<file path="src/rtl/supply_meas_monitor.sv">
module supply_meas_monitor #(
  parameter int DW = 10,
  parameter int IW = 16
) (
  input  logic          clk,
  input  logic          rst_n,
  input  logic [IW-1:0] cfg_interval,
  input  logic [DW-1:0] bat_thresh,
  input  logic [DW-1:0] ext_delta,
  input  logic          start_bat,
  input  logic          start_ext,
  output logic          adc_req,
  output logic          adc_chan,
  input  logic          adc_done,
  input  logic [DW-1:0] adc_data,
  output logic [DW-1:0] bat_result,
  output logic [DW-1:0] ext_result,
  output logic          bat_new_evt,
  output logic          bat_low_evt,
  output logic          ext_delta_evt,
  output logic          ext_ready
);

  localparam logic [IW-1:0] ONE = IW'(1);

  logic [IW-1:0] cnt;
  logic          tick, fin, launch;
  logic          pend_bat, pend_ext;
  logic [DW-1:0] ext_ref, ext_diff;

  assign tick     = (cfg_interval != '0) && (cnt == ONE);
  assign fin      = adc_req && adc_done;
  assign launch   = !adc_req && (pend_bat || pend_ext);
  assign ext_diff = (adc_data >= ext_ref) ? adc_data - ext_ref : ext_ref - adc_data;

  always_ff @(posedge clk or negedge rst_n)
    if (!rst_n)                          cnt <= '0;
    else if (cfg_interval == '0)         cnt <= '0;
    else if (cnt == '0 || cnt == ONE)    cnt <= cfg_interval;
    else                                 cnt <= cnt - ONE;

  always_ff @(posedge clk or negedge rst_n)
    if (!rst_n) begin
      pend_bat <= 1'b0;
      pend_ext <= 1'b0;
    end else begin
      pend_bat <= (pend_bat && !launch) || start_bat || tick;
      pend_ext <= (pend_ext && !(launch && !pend_bat)) || start_ext || tick;
    end

  always_ff @(posedge clk or negedge rst_n)
    if (!rst_n) begin
      adc_req  <= 1'b0;
      adc_chan <= 1'b0;
    end else if (fin) begin
      adc_req  <= 1'b0;
    end else if (launch) begin
      adc_req  <= 1'b1;
      adc_chan <= !pend_bat;
    end

  always_ff @(posedge clk or negedge rst_n)
    if (!rst_n) begin
      bat_result    <= '0;
      ext_result    <= '0;
      ext_ref       <= '0;
      bat_new_evt   <= 1'b0;
      bat_low_evt   <= 1'b0;
      ext_delta_evt <= 1'b0;
      ext_ready     <= 1'b0;
    end else begin
      bat_new_evt   <= fin && !adc_chan;
      bat_low_evt   <= fin && !adc_chan && (adc_data < bat_thresh);
      ext_ready     <= fin && adc_chan;
      ext_delta_evt <= fin && adc_chan && (ext_diff > ext_delta);
      if (fin && !adc_chan) bat_result <= adc_data;
      if (fin && adc_chan) begin
        ext_result <= adc_data;
        if (ext_diff > ext_delta) ext_ref <= adc_data;
      end
    end

  assert_req_hold_R5: assert property (@(posedge clk) disable iff (!rst_n)
    adc_req && !adc_done |=> adc_req && $stable(adc_chan));

  assert_req_drop_R5: assert property (@(posedge clk) disable iff (!rst_n)
    fin |=> !adc_req);

  assert_bat_store_R7: assert property (@(posedge clk) disable iff (!rst_n)
    fin && !adc_chan |=> bat_new_evt && bat_result == $past(adc_data));

  assert_low_with_new_R8: assert property (@(posedge clk) disable iff (!rst_n)
    bat_low_evt |-> bat_new_evt);

  assert_delta_with_ready_R9: assert property (@(posedge clk) disable iff (!rst_n)
    ext_delta_evt |-> ext_ready);

  assert_ext_store_R10: assert property (@(posedge clk) disable iff (!rst_n)
    fin && adc_chan |=> ext_ready && ext_result == $past(adc_data));

endmodule

</file>
<file path="config.mk">
export PLATFORM = sky130hd
export DESIGN_NAME = supply_meas_monitor
export DESIGN_NICKNAME = d
export VERILOG_FILES = /design/src/rtl/supply_meas_monitor.sv
export SDC_FILE = /design/constraint.sdc
export NUM_CORES = 1
export LEC_CHECK = 0
export BUFFER_PORTS_ARGS = -buffer_cell sky130_fd_sc_hd__buf_4
export CORE_MARGIN = 2
export CORE_UTILIZATION = 55
export CTS_CLUSTER_DIAMETER = 50
export CTS_CLUSTER_SIZE = 14
export DETAILED_ROUTE_END_ITERATION = 12
export PLACE_DENSITY_LB_ADDON = 0.3
export SETUP_SLACK_MARGIN = 0.2
export SYNTH_ARGS = -nofsm -noshare
export SYNTH_HDL_FRONTEND = slang
export SYNTH_SLANG_ARGS = --single-unit
</file>
<file path="constraint.sdc">
create_clock -name clk -period 5 [get_ports clk]
set_input_delay 0.75 -clock clk [delete_from_list [all_inputs] [get_ports clk]]
set_output_delay 0.75 -clock clk [all_outputs]
set_load 0.05 [all_outputs]
</file>
== Word level (Yosys, flattened, before mapping) ==
Index checks and enable logic that the tools add are counted.

* Add/subtract/negate cells: 3
* Multiply operators: 0
* Div/mod/pow operators: 0
* $lt $le $gt $ge: 3
* Equality and inequality tests: 1
* Shift-type cells: 0
* Multiplexer cells: 5
* Bitwise gates (word level): 1
* Reduce and logical (&&, ||, !) cells: 27

{| class="wikitable"
|+ Operator list
! kind !! number
|-
| 16-bit logical NOT || 2
|-
| 16-bit 2-to-1 mux || 2
|-
| 10-bit subtractor || 2
|-
| 16-bit by 1-bit == test with 1-bit output (second input constant) || 1
|-
| 16-bit nonzero test || 1
|-
| 16-bit by 1-bit subtractor with 16-bit output (second input constant) || 1
|-
| 10-bit >= comparator || 1
|-
| 10-bit greater-than comparator || 1
|-
| 1-bit logical AND || 10
|-
| 10-bit less-than comparator || 1
|-
| 10-bit 2-to-1 mux || 1
|-
| 1-bit logical OR || 6
|-
| 1-bit logical NOT || 5
|-
| 2-bit AND reduction || 2
|-
| 1-bit 2-to-1 mux || 2
|-
| 2-bit nonzero test || 1
|-
| 1-bit NOT || 1
|}

* Flip-flop bits (word level): 54
* Latch bits: 0
* Memory bits (writable): 0
* Memory bits (read-only): 0
* Memories kept: 0

== Depth between registers and ports, before layout ==
* Depth in word-level cells: 7
* Gate-level depth with buffers: 19

== Worst setup path after synthesis ==
OpenSTA, ideal clock, no wires.

* Path type: in2reg
* From: in adc_data[0]
* To: reg ext_ref[0]
* Library setup time: 79 ps
* Data arrival time: 3972 ps
* Path slack: 948 ps
* Stages: 19
* Path buffers: 2
* Path through: inv_1 ha_1 inv_1 fa_1 a21o_1 a21oi_2 a211oi_1 a2111oi_2 buf_6 mux2i_1 xor2_1 ha_1 a21o_1 a21o_1 a21oi_1 o211ai_1 nand3_1 buf_2 mux2i_1

* Word-level cells in the longest chain between the ends: 4
* Elaborated cells on any way between the ends: 6

{| class="wikitable"
|+ Ends and longest elaborated chain
! item !! RTL line !! source
|-
| from (decl) || 15 || <nowiki>input logic [DW-1:0] adc_data,</nowiki>
|-
| 10-bit subtractor or 10-bit >= comparator (tied branches) || 34 || <nowiki>assign ext_diff = (adc_data >= ext_ref) ? adc_data - ext_ref : ext_ref - adc_data;</nowiki>
|-
| 10-bit 2-to-1 mux || 34 ||
|-
| 10-bit greater-than comparator || 79 || <nowiki>if (ext_diff > ext_delta) ext_ref <= adc_data;</nowiki>
|-
| 2-bit AND reduction (no line) || n/a ||
|-
| to (signal assigned) || 79 ||
|-
| to (decl) || 29 || <nowiki>logic [DW-1:0] ext_ref, ext_diff;</nowiki>
|}

Parallel ways exist; a longest one is shown, timed or not.
A chain may end at the register's enable or synchronous reset.

== Worst setup path in the final report ==
* From: in adc_data[0]
* To: reg ext_ref[1]

* Word-level cells in the longest chain between the ends: 4
* Elaborated cells on any way between the ends: 6

{| class="wikitable"
|+ Ends and longest elaborated chain
! item !! RTL line
|-
| 10-bit subtractor or 10-bit >= comparator (tied branches) || 34
|-
| 10-bit 2-to-1 mux (*) || 34
|-
| 10-bit greater-than comparator (*) || 79
|-
| 2-bit AND reduction (no line) (*) || n/a
|}

Mark *: on every way between the ends. The rest lies on a longest branch, timed or not.

==> flow_metrics.py <==
metrics = {
    "route": {
        "ant_nets": 0,
        "num_vias": 2983,
        "detail_route.vias_per_cell": 5.60,
        "drt-wirelength-per-cell_um": 15.0,
        "drt_iter0_markers": 122,
        "first_pass_iters": 4,
        "routed_wl_um": 8000,
        "route.detailed.drc": 0,
    },
    "synth": {
        "synth_area_leaders": "dfrtp_1 37%, ha_1 14%, inv_1 5.2%",
        "yosysTopAreaCell": "dfrtp_1",
        "netlist.area_leader.share_pct": 37.4,
        "ys_warn_count": 0,
        "netlist_area_um2": 3610,
        "synth_edf_count": 0,
        "synth_async_sr_flop_share_pct": 100,
        "yosysUniqueCellTypes": 44,
        "synth_ff_type": "dfrtp_1",
        "post_synth.cell_area_avg_um2": 9.35,
        "synth-seq-cells": 54,
        "yosysSeqAreaShare_pct": 37.4,
        "synth_cells": 386,
        "synth_nets": 480,
    },
    "worst_setup_path": {
        "cp_max_fo": 8,
        "startpoint": "adc_data[0]",
        "crit_path_end_kind": "flip-flop",
        "crit_required_ns": 5.23,
        "cp-start-kind": "input pin",
        "r2r_start": "ext_ref[0]",
        "slowest_stage": "fa_1",
        "cp_slowest_stage_delay_ns": 0.40,
        "crit_arrival_ns": 4.48,
        "criticalPathCategory": "input pin to flip-flop",
        "path_cells": "buf_4 > inv_1 > ha_1 > inv_1 > fa_1 > a21o_1 > a21oi_2 > a211oi_1 > a2111oi_2 > buf_4 > mux2i_1 > xor2_1 > ha_1 > a21o_1 > a21o_1 > a21oi_1 > o211ai_1 > nand3_1 > buf_4 > mux2i_1",
    },
    "timing": {
        "worst_pin_slew_ns": 1.15,
        "finalMaxSlewViolations": 0,
        "setup_viol": 0,
        "fin_crit_ns": 4.25,
        "clock.fmax_mhz": 235,
        "min_period_over_period_pct": 85.0,
        "maxSlewHeadroom_pct": 23.6,
        "grt_setup_unrepaired": "false",
        "final_hold_viol_count": 0,
        "setup_tns_ns": 0,
        "finClkSkew_ns": 0.00586,
    },
    "clock_tree": {
        "clkTransAtPathRegs_ns": 0.10,
        "post_cts_buffers": 0,
        "cts_made_buffers": 5,
        "ctsLongestPathBuffers": 2,
        "post_cts_resized": 0,
        "root_buffer": "clkbuf_8",
        "htree_levels": 2,
        "clkSinkCount": 54,
        "cts_hold_buf": 0,
        "clkLatencyLatePin_ns": 0.31,
        "cts_tree": "built",
    },
    "global_route": {
        "grt_start_max_net_pins": 55,
        "grt_use_total_pct": 23.0,
        "grt_pass1_vias": 3033,
        "grt_overflow": 0,
        "antenna_found_initial": 0,
        "grt_pass1_wl_um": 13600,
    },
    "floorplanning": {
        "initial_core_util_pct": 56.8,
        "ios": 77,
        "core-area_um2": 6350,
        "die_x_um": 85,
        "die_h_um": 85,
        "dieArea_um2": 7230,
        "fp-row-count": 29,
    },
    "run": {
        "cap_violations": 0,
    },
    "outcome": {
        "status": "completed",
    },
    "cells_and_area": {
        "layout-drive-gt1-share_pct": 21.3,
        "n_antenna_cell": 0,
        "syn_to_final_growth_pct": 19.7,
        "multi_input_area_um2": 1990,
        "finalInstanceArea_um2": 4320,
        "final_nets": 549,
        "nFillCells": 508,
        "mostFrequentLayoutCells": "79 x buf_4, 54 x dfrtp_1, 50 x inv_1, 41 x ha_1, 28 x nand2_1",
        "mostFrequentLayoutCell": "buf_4",
        "area.sequential_um2": 1350,
    },
    "place": {
        "numPortBuffers": 76,
        "routabilityCongestion": 0.879,
        "placed_cell_area_um2": 4220,
        "hpwl_um": 6220,
    },
    "pwr": {
        "leakage_nw": 2.27,
        "ir_worst_vdd_v": 0.000331,
        "powerDensity_nw_per_um2": 531,
    },
    "worst_hold_path": {
        "hp-class": "input pin to async pin",
    },
}
==> Yosys cell counts, types with 12 or more instances <==
master	count
a211oi_1	15
a21o_1	12
a21oi_1	15
clkbuf_1	12
dfrtp_1	54
ha_1	41
inv_1	50
mux2i_1	17
nand2_1	28
nor2_1	25
o21ai_0	23
xnor2_1	13
==> metal layers <==
layer | track usage (%) | share of wire (%)
met3 | 4.67 | 5.8
met1 | 30.1 | 44
met4 | 7.07 | 1.6
met5 | 0 | 0
met2 | 38.6 | 48
==> path summary, 6_finish.rpt <==
check | end | slack, ns | depth (start not counted)
max in group asynchronous | cnt[9] | 4.07 | 1
worst min-delay path | ext_ready | 0.45 | 1
min in group clk | bat_result[9] | 0.49 | 2
worst min register to register | bat_result[9] | 0.49 | 2
worst max register to register | ext_ref[1] | 1.05 | 18
worst max-delay path | ext_ref[1] | 0.75 | 20
==> final cells by class <==
class / instances / area share (%)
clock buffer: 6 / 1.91
multi-input combinational: 265 / 46.1
timing repair buffer: 79 / 13.7
tap: 77 / 2.23
sequential: 54 / 31.3
clock inverter: 2 / 0.377
inverter: 50 / 4.35
==> kinds of logic (layout without fill, tap and decap cells) <==
kind of cell / count (synthesis) / count (layout) / share of synthesized area (%)
AOI/OAI and AO/OA: 89 / 89 / 16.1
xor gates and xnor gates: 20 / 20 / 4.85
adders and majority gates: 43 / 43 / 15.3
buffers and inverters: 67 / 137 / 7.49
DFF: 54 / 54 / 37.4
muxes: 20 / 20 / 5.65
and+or+nand+nor: 93 / 93 / 13.1
==> worst max-delay path, delay by kind of cell <==
kind,cells,cell delay [ns]
muxes,2,0.45
and+or+nand+nor,1,0.15
buffers and inverters,5,0.74
AOI/OAI and AO/OA,8,1.40
xor gates and xnor gates,1,0.17
adders and majority gates,3,0.82
==> where the power goes <==
group          total (mW)  internal, mW  switching (mW)  leakage (nW)
registers           0.692         0.578           0.114         0.643
logic                1.33         0.560           0.770          1.58
clock network       0.269         0.114           0.154        0.0478
==> through the flow <==
step           utilization, %  setup slack (ns)  std cells  hold slack, ns  total power, mW
3_3_place_gp             66.4             0.607        525           0.462             1.99
4_1_cts                  68.0             0.761        533           0.492             2.30
5_1_grt                  68.0             0.435        533           0.512             2.48
6_report                 68.0             0.750        533           0.448             2.29
2_1_floorplan               -             0.948        386           0.454             1.69
3_5_place_dp             66.4             0.441        525           0.472             2.03
==> flip-flops by register name, summed over array words and instances, names as in the netlist, 10 cells and up <==
| name | cells |
|---|---|
| bat_result | 10 |
| cnt | 16 |
| ext_ref | 10 |
| ext_result | 10 |
Note: power is estimated with default switching activity, not from simulation.
